[src/rtl/nhb_pkg.sv]
package nhb_pkg;

  localparam int unsigned IRQ_N = 4;

  localparam logic [2:0] OFF_DATA = 3'd0;
  localparam logic [2:0] OFF_CTRL = 3'd4;
  localparam logic [2:0] OFF_STAT = 3'd5;
  localparam logic [2:0] OFF_ISR  = 3'd6;
  localparam logic [2:0] OFF_IMR  = 3'd7;

  typedef enum logic [1:0] {
    HS_IDLE = 2'd0,
    HS_XFER = 2'd1,
    HS_ACK  = 2'd2
  } host_state_e;

  typedef struct packed {
    logic ce;
    logic cle;
    logic ale;
  } pin_ctl_t;

  // Strobe lines chosen by a control-register byte
  function automatic pin_ctl_t decode_ctrl(input logic [7:0] v);
    pin_ctl_t p;
    p.ce  = v[4];
    p.cle = v[0];
    p.ale = v[1];
    return p;
  endfunction

  // Supply commands have an empty upper nibble and bit 3 set
  function automatic logic is_supply_cmd(input logic [7:0] v);
    return (v[7:4] == 4'h0) && v[3];
  endfunction

  // Sticky status update: clear by ones, new events win
  function automatic logic [IRQ_N-1:0] status_next(input logic [IRQ_N-1:0] cur,
                                                   input logic [IRQ_N-1:0] set,
                                                   input logic [IRQ_N-1:0] clr);
    return (cur & ~clr) | set;
  endfunction

endpackage

[src/rtl/nhb_ctrl_reg.sv]
module nhb_ctrl_reg
  import nhb_pkg::*;
(
  input  logic       clk,
  input  logic       rst_n,
  input  logic       wr_i,
  input  logic [7:0] wdata_i,
  output logic [7:0] ctrl_o,
  output pin_ctl_t   pins_o,
  output logic       pwr_o
);

  logic [7:0] ctrl_q;
  logic       pwr_q;

  always_ff @(posedge clk or negedge rst_n) begin
    if (!rst_n) begin
      ctrl_q <= 8'h00;
      pwr_q  <= 1'b0;
    end else if (wr_i) begin
      ctrl_q <= wdata_i;
      if (is_supply_cmd(wdata_i)) pwr_q <= wdata_i[2];
    end
  end

  assign ctrl_o = ctrl_q;
  assign pins_o = decode_ctrl(ctrl_q);
  assign pwr_o  = pwr_q;

endmodule

[src/rtl/nhb_strobe_gen.sv]
module nhb_strobe_gen #(
  parameter int unsigned SETUP_CYC = 1,
  parameter int unsigned LOW_CYC   = 2,
  parameter int unsigned HOLD_CYC  = 1
) (
  input  logic       clk,
  input  logic       rst_n,
  input  logic       start_i,
  input  logic       rd_i,
  input  logic [7:0] byte_i,
  input  logic [7:0] nf_dq_i,
  output logic       done_o,
  output logic       we_low_o,
  output logic       re_low_o,
  output logic [7:0] dq_o,
  output logic       dq_oe_o,
  output logic       cap_o,
  output logic [7:0] cap_byte_o
);

  localparam int unsigned TOTAL = SETUP_CYC + LOW_CYC + HOLD_CYC;
  localparam int unsigned CNT_W = (TOTAL > 1) ? $clog2(TOTAL) : 1;
  localparam logic [CNT_W-1:0] LOW_FIRST = CNT_W'(SETUP_CYC);
  localparam logic [CNT_W-1:0] LOW_LAST  = CNT_W'(SETUP_CYC + LOW_CYC - 1);
  localparam logic [CNT_W-1:0] LAST      = CNT_W'(TOTAL - 1);

  logic             busy_q;
  logic             rd_q;
  logic [CNT_W-1:0] cnt_q;
  logic [7:0]       byte_q;
  logic             low_phase;
  logic             last_phase;

  assign low_phase  = busy_q && (cnt_q >= LOW_FIRST) && (cnt_q <= LOW_LAST);
  assign last_phase = busy_q && (cnt_q == LAST);

  always_ff @(posedge clk or negedge rst_n) begin
    if (!rst_n) begin
      busy_q <= 1'b0;
      rd_q   <= 1'b0;
      cnt_q  <= '0;
      byte_q <= 8'h00;
    end else if (start_i) begin
      busy_q <= 1'b1;
      rd_q   <= rd_i;
      cnt_q  <= '0;
      byte_q <= byte_i;
    end else if (busy_q) begin
      if (last_phase) begin
        busy_q <= 1'b0;
        cnt_q  <= '0;
      end else begin
        cnt_q <= cnt_q + CNT_W'(1);
      end
    end
  end

  assign done_o     = last_phase;
  assign we_low_o   = low_phase && !rd_q;
  assign re_low_o   = low_phase && rd_q;
  assign dq_o       = byte_q;
  assign dq_oe_o    = busy_q && !rd_q;
  assign cap_o      = busy_q && rd_q && (cnt_q == LOW_LAST);
  assign cap_byte_o = nf_dq_i;

endmodule

[src/rtl/nhb_ready_irq.sv]
module nhb_ready_irq
  import nhb_pkg::*;
#(
  parameter int unsigned SYNC_STAGES = 2
) (
  input  logic             clk,
  input  logic             rst_n,
  input  logic             nf_rb_i,
  input  logic             isr_wr_i,
  input  logic             imr_wr_i,
  input  logic [7:0]       wdata_i,
  output logic             busy_o,
  output logic             rise_o,
  output logic [IRQ_N-1:0] isr_o,
  output logic [7:0]       imr_o,
  output logic             irq_o
);

  logic [SYNC_STAGES:0] sh_q;
  logic [IRQ_N-1:0]     isr_q;
  logic [7:0]           imr_q;
  logic [IRQ_N-1:0]     set_vec;
  logic [IRQ_N-1:0]     clr_vec;
  logic                 rdy_now;

  always_ff @(posedge clk or negedge rst_n) begin
    if (!rst_n) sh_q <= '1;
    else        sh_q <= {sh_q[SYNC_STAGES-1:0], nf_rb_i};
  end

  assign rdy_now = sh_q[SYNC_STAGES-1];
  assign rise_o  = rdy_now && !sh_q[SYNC_STAGES];
  assign busy_o  = !rdy_now;

  assign set_vec = {{(IRQ_N-1){1'b0}}, rise_o};
  assign clr_vec = isr_wr_i ? wdata_i[IRQ_N-1:0] : '0;

  always_ff @(posedge clk or negedge rst_n) begin
    if (!rst_n) begin
      isr_q <= '0;
      imr_q <= 8'h00;
    end else begin
      isr_q <= status_next(isr_q, set_vec, clr_vec);
      if (imr_wr_i) imr_q <= wdata_i;
    end
  end

  assign isr_o = isr_q;
  assign imr_o = imr_q;
  assign irq_o = |(isr_q & imr_q[IRQ_N-1:0]);

endmodule

[src/rtl/nand_host_bridge.sv]
module nand_host_bridge
  import nhb_pkg::*;
#(
  parameter int unsigned SETUP_CYC   = 1,
  parameter int unsigned LOW_CYC     = 2,
  parameter int unsigned HOLD_CYC    = 1,
  parameter int unsigned SYNC_STAGES = 2
) (
  input  logic        clk,
  input  logic        rst_n,
  input  logic        bus_req,
  input  logic        bus_we,
  input  logic [2:0]  bus_addr,
  input  logic        bus_size16,
  input  logic [15:0] bus_wdata,
  output logic [15:0] bus_rdata,
  output logic        bus_ready,
  output logic        nf_ce_n,
  output logic        nf_cle,
  output logic        nf_ale,
  output logic        nf_we_n,
  output logic        nf_re_n,
  output logic [7:0]  nf_dq_o,
  output logic        nf_dq_oe,
  input  logic [7:0]  nf_dq_i,
  input  logic        nf_rb,
  output logic        nf_pwr_en,
  output logic        irq
);

  host_state_e      state_q;
  logic             two_q;
  logic             idx_q;
  logic             rd_xfer_q;
  logic [7:0]       hi_byte_q;
  logic [15:0]      rdata_q;

  logic             accept_w;
  logic             is_data_w;
  logic             last_byte_w;
  logic             eng_start_w;
  logic             eng_rd_w;
  logic [7:0]       eng_byte_w;
  logic             eng_done_w;
  logic             we_low_w;
  logic             re_low_w;
  logic             cap_w;
  logic [7:0]       cap_byte_w;
  logic             ctrl_wr_w;
  logic             isr_wr_w;
  logic             imr_wr_w;
  logic [7:0]       ctrl_w;
  pin_ctl_t         pins_w;
  logic             busy_w;
  logic             rdy_rise_w;
  logic [IRQ_N-1:0] isr_w;
  logic [7:0]       imr_w;
  logic [7:0]       reg_rd_w;

  assign accept_w    = (state_q == HS_IDLE) && bus_req;
  assign is_data_w   = (bus_addr == OFF_DATA);
  assign last_byte_w = !two_q || idx_q;
  assign eng_start_w = (accept_w && is_data_w) ||
                       ((state_q == HS_XFER) && eng_done_w && !last_byte_w);
  assign eng_rd_w    = (state_q == HS_IDLE) ? !bus_we : rd_xfer_q;
  assign eng_byte_w  = (state_q == HS_IDLE) ? bus_wdata[7:0] : hi_byte_q;

  assign ctrl_wr_w = accept_w && bus_we && (bus_addr == OFF_CTRL);
  assign isr_wr_w  = accept_w && bus_we && (bus_addr == OFF_ISR);
  assign imr_wr_w  = accept_w && bus_we && (bus_addr == OFF_IMR);

  always_comb begin
    unique case (bus_addr)
      OFF_CTRL: reg_rd_w = ctrl_w;
      OFF_STAT: reg_rd_w = {busy_w, 7'b0};
      OFF_ISR:  reg_rd_w = {{(8-IRQ_N){1'b0}}, isr_w};
      OFF_IMR:  reg_rd_w = imr_w;
      default:  reg_rd_w = 8'h00;
    endcase
  end

  always_ff @(posedge clk or negedge rst_n) begin
    if (!rst_n) begin
      state_q   <= HS_IDLE;
      two_q     <= 1'b0;
      idx_q     <= 1'b0;
      rd_xfer_q <= 1'b0;
      hi_byte_q <= 8'h00;
      rdata_q   <= 16'h0000;
    end else begin
      unique case (state_q)
        HS_IDLE: if (accept_w) begin
          if (is_data_w) begin
            state_q   <= HS_XFER;
            two_q     <= bus_size16;
            idx_q     <= 1'b0;
            rd_xfer_q <= !bus_we;
            hi_byte_q <= bus_wdata[15:8];
            rdata_q   <= 16'h0000;
          end else begin
            state_q <= HS_ACK;
            if (!bus_we) rdata_q <= {8'h00, reg_rd_w};
          end
        end
        HS_XFER: begin
          if (cap_w) begin
            if (idx_q) rdata_q[15:8] <= cap_byte_w;
            else       rdata_q[7:0]  <= cap_byte_w;
          end
          if (eng_done_w) begin
            if (last_byte_w) state_q <= HS_ACK;
            else             idx_q   <= 1'b1;
          end
        end
        HS_ACK:  state_q <= HS_IDLE;
        default: state_q <= HS_IDLE;
      endcase
    end
  end

  nhb_ctrl_reg u_ctrl (
    .clk     (clk),
    .rst_n   (rst_n),
    .wr_i    (ctrl_wr_w),
    .wdata_i (bus_wdata[7:0]),
    .ctrl_o  (ctrl_w),
    .pins_o  (pins_w),
    .pwr_o   (nf_pwr_en)
  );

  nhb_strobe_gen #(
    .SETUP_CYC (SETUP_CYC),
    .LOW_CYC   (LOW_CYC),
    .HOLD_CYC  (HOLD_CYC)
  ) u_strobe (
    .clk        (clk),
    .rst_n      (rst_n),
    .start_i    (eng_start_w),
    .rd_i       (eng_rd_w),
    .byte_i     (eng_byte_w),
    .nf_dq_i    (nf_dq_i),
    .done_o     (eng_done_w),
    .we_low_o   (we_low_w),
    .re_low_o   (re_low_w),
    .dq_o       (nf_dq_o),
    .dq_oe_o    (nf_dq_oe),
    .cap_o      (cap_w),
    .cap_byte_o (cap_byte_w)
  );

  nhb_ready_irq #(
    .SYNC_STAGES (SYNC_STAGES)
  ) u_rdy (
    .clk      (clk),
    .rst_n    (rst_n),
    .nf_rb_i  (nf_rb),
    .isr_wr_i (isr_wr_w),
    .imr_wr_i (imr_wr_w),
    .wdata_i  (bus_wdata[7:0]),
    .busy_o   (busy_w),
    .rise_o   (rdy_rise_w),
    .isr_o    (isr_w),
    .imr_o    (imr_w),
    .irq_o    (irq)
  );

  assign bus_ready = (state_q == HS_ACK);
  assign bus_rdata = rdata_q;
  assign nf_ce_n   = !pins_w.ce;
  assign nf_cle    = pins_w.cle;
  assign nf_ale    = pins_w.ale;
  assign nf_we_n   = !we_low_w;
  assign nf_re_n   = !re_low_w;

endmodule

[config.mk]
export PLATFORM = sky130hd
export DESIGN_NAME = nand_host_bridge
export DESIGN_NICKNAME = d
export VERILOG_FILES = /design/src/rtl/nhb_pkg.sv /design/src/rtl/nhb_ctrl_reg.sv /design/src/rtl/nhb_strobe_gen.sv /design/src/rtl/nhb_ready_irq.sv /design/src/rtl/nand_host_bridge.sv
export SDC_FILE = /design/constraint.sdc
export NUM_CORES = 1
export LEC_CHECK = 0
export BUFFER_PORTS_ARGS = -buffer_cell sky130_fd_sc_hd__buf_2
export CORE_UTILIZATION = 55
export DETAILED_ROUTE_END_ITERATION = 10
export HOLD_SLACK_MARGIN = 0.15
export PLACE_DENSITY = 0.85
export SETUP_SLACK_MARGIN = 0.5
export SLEW_MARGIN = 20
export SYNTH_ARGS = -nofsm -noshare
export SYNTH_HDL_FRONTEND = slang
export SYNTH_HIERARCHICAL = 1
export SYNTH_SLANG_ARGS = --single-unit
[constraint.sdc]
create_clock -name clk -period 3.3 [get_ports clk]
set_input_delay 0.66 -clock clk [delete_from_list [all_inputs] [get_ports clk]]
set_output_delay 0.66 -clock clk [all_outputs]
set_load 0.01 [all_outputs]
==> flow_summary.ini <==
[critical_path]
cp-start-kind = flop
worstReg2RegStart = state_q[0]
path_buf_inv = 3
slowest_delay_ns = 0.44
cp_common_cell = inv_1
crit_type = flop to output port
required_ns = 2.64
cp.arrival_ns = 1.58
critPathMaxFanout = 5
path_delay_family = flip-flops
path_cells = inv_1 > ha_1 > nor4bb_1 > inv_1 > buf_2
endpoint_kind = output port
crit_start = u_strobe/cnt_q[0]
crit_slowest_cell = dfrtp_1

[floorplanning]
fp.dieW_um = 77.99
core-area_um2 = 5540
initial_core_util_pct = 57.32
die_area_um2 = 6082
ios = 66
rows = 27
dieHeight_um = 77.99

[clocking]
cts_resized = 0
cts_tree = done
cts-htree-levels = 3
clock_path_buffers = 2
clk-insertion-delay-late_ns = 0.34
postCtsHoldBufs = 0
root_buffer = clkbuf_8
cts.reportedPaths.clkPinSlew_ns = 0.07
cts_setup_buffers = 0
cts_buffers = 9
clock-sinks = 65

[power_and_ir_drop]
powerDensity_nw_per_um2 = 717.4
sw_frac_of_total_pct = 29.61
p_seq_share_pct = 45.3
p_sw_mw = 0.7882
p_int_mw = 1.874
clockPowerShare_pct = 27.8
irDropWorstVdd_v = 0.0004164
p_leak_nw = 1.815
combPwrFrac_pct = 26.9

[sta]
fin_setup_tns_ns = 0
finalCritPeriodShare_pct = 67.91
tightest_slew_ns = 0.6270
hold_viol_final = 0
period_minus_slack_ns = 2.241
rsz0062_at_grt = false
timing.hold.ws_ns = 0.3327
finalSetupViolations = 0
timing.fmax_ghz = 0.4462
max-slew-margin-rel_pct = 58.20
worst_clock_skew_ns = 0.006509
slew_viol_final = 0

[yosys]
yosys_warnings = 6
yosys.area_share.simple_pct = 8.629
synthAdderAreaFrac_pct = 1.576
async_flop_share_pct = 100.0
syn_area_um2 = 3176
synth_top_family_by_area = multiplexers
synth_cell_type_count = 39
ys.flop_type = dfrtp_1
synth-compound-area-share_pct = 9.338
synth.avg_cell_area_um2 = 12.50
synth-seq-area-share_pct = 51.34
ys_seq_elements = 65
synth_edf_count = 0
syn-num-nets = 291
synth_xor_area_share_pct = 0
synth_mux_area_share_pct = 22.93
synthesis.instances = 254

[drt]
wl_per_cell_um = 15.91
viasPerCell = 5.345
firstDrtPassIters = 4
drt_iter0_markers = 96
ant_nets = 0
remaining_drc_errors = 0
num_vias = 2090
totalWireLength_um = 6222

[global_route]
grt_pass1_vias = 2197
grt-ovfl-total = 0
antenna_found_initial = 0
grtUsageTotal_pct = 22.97
grt_pass1_wl_um = 10490
grt_max_degree = 51

[final_layout]
instances_no_fill = 391
area_growth_pct = 16.86
fillers = 443
nNetsFinal = 351
antenna_cells = 0
drive_above_1_share_pct = 44.20

[placed_design]
port_buffers = 65
place_inst = 375
dpl.hpwl_um = 4509
place.gp.congestion = 0.7799

[flow_run]
maxCapViolations = 0

[status]
status = finished clean

[min_path]
hold_class = input port to asynchronous set/reset pin
-- power groups by stage --
stage	clock, mW	combinational [mW]	sequential, mW
after detailed placement	0	0.719	1.22
after CTS	0.756	0.724	1.21
after global routing	0.795	0.786	1.24
after global placement	0	0.689	1.20
after floorplan	0	0.485	1.20
final	0.741	0.715	1.21
-- Yosys cell counts, drive strengths merged, types with 3 or more instances --
| cell | n | area [µm²] |
|---|---|---|
| dfrtp | 62 | 1551 |
| mux2 | 55 | 668.2 |
| buf | 17 | 125.1 |
| inv | 15 | 56.30 |
| nand2 | 15 | 56.30 |
| and2 | 10 | 62.56 |
| a21oi | 7 | 57.55 |
| mux2i | 6 | 60.06 |
| nand3 | 6 | 30.03 |
| a22oi | 5 | 37.54 |
| nor2 | 5 | 26.27 |
| o31ai | 5 | 37.54 |
| a211oi | 4 | 30.03 |
| a21boi | 4 | 30.03 |
| clkbuf | 4 | 15.01 |
| ha | 4 | 50.05 |
| nor2b | 4 | 25.02 |
| o21ai | 4 | 20.02 |
| a21o | 3 | 23.77 |
| dfstp | 3 | 78.83 |
| o21bai | 3 | 22.52 |
-- state kept, by name, indices dropped and copies added, names as in the netlist --
signal	cells
u_ctrl/pwr_o	1
rd_xfer_q	1
u_strobe/dq_o	8
idx_q	1
bus_rdata	16
u_strobe/busy_q	1
u_rdy/imr_o	8
state_q	2
u_rdy/isr_o	4
u_strobe/cnt_q	2
two_q	1
hi_byte_q	8
u_rdy/sh_q	3
u_strobe/rd_q	1
u_ctrl/ctrl_o	8
-- through the flow --
stage               utilization [%]  area (µm²)  setup slack, ns  power [mW]
floorplan                         -        3176            1.179       1.690
global placement              62.96        3488            1.077       1.893
detailed placement            62.96        3488            1.044       1.937
CTS                           66.94        3709            1.044       2.686
global route                  66.98        3711           0.9371       2.820
finish                        66.98        3711            1.059       2.662
-- cell usage in the layout (no fill, tap or decap), types with 2 or more instances in the layout --
cell type and instances:
a211oi_1 4, a21boi_0 4, a21o_1 2, a21oi_1 5, a21oi_4 2, a22oi_1 5, and2_1 10, buf_2 64
buf_4 6, bufinv_16 2, clkbuf_8 10, clkinv_2 2, dfrtp_1 62, dfstp_2 3, ha_1 4, inv_1 15
mux2_1 8, mux2_2 34, mux2_4 13, mux2i_1 6, nand2_1 15, nand3_1 6, nor2_1 4, nor2b_1 4
nor3_1 2, nor4_1 2, o21ai_0 3, o21bai_1 3, o31ai_1 5
-- worst paths after layout --
path | endpoint | slack, ns | cells past startpoint
max | nf_re_n | 1.06 | 5
min | u_strobe/dq_o[1] | 0.33 | 1
max reg2reg | u_strobe/dq_o[2] | 1.20 | 5
min reg2reg | u_rdy/sh_q[1] | 0.36 | 0
max in group asynchronous | state_q[0] | 2.30 | 2
min in group clk | u_rdy/sh_q[1] | 0.36 | 0
-- layout make-up --
type                    count  area, µm²  share of cell area (%)
multi-input cells         153       1349                   36.35
well taps                  72      90.09                   2.428
clock buffers              11      141.4                   3.810
repair buffers             70      365.4                   9.845
clock inverters             5      78.83                   2.124
inverters                  15      56.30                   1.517
flip-flops and latches     65       1630                   43.93
-- metal layers --
layer / track usage [%] / vias to the layer above / routed length [µm]
met5: 0 / - / 0
met4: 10.74 / 0 / 122
met3: 5.176 / 11 / 253
met2: 38.67 / 49 / 3083
met1: 28.05 / 1035 / 2764
li1: - / 995 / -
-- kinds of logic after synthesis --
| family | after synthesis |
|---|---|
| DFF | 65 |
| and+or+nand+nor | 50 |
| buffers and inverters | 36 |
| AOI/OAI and AO/OA | 38 |
| adders and majority gates | 4 |
| muxes | 61 |
(Power assumes the default switching activity.)
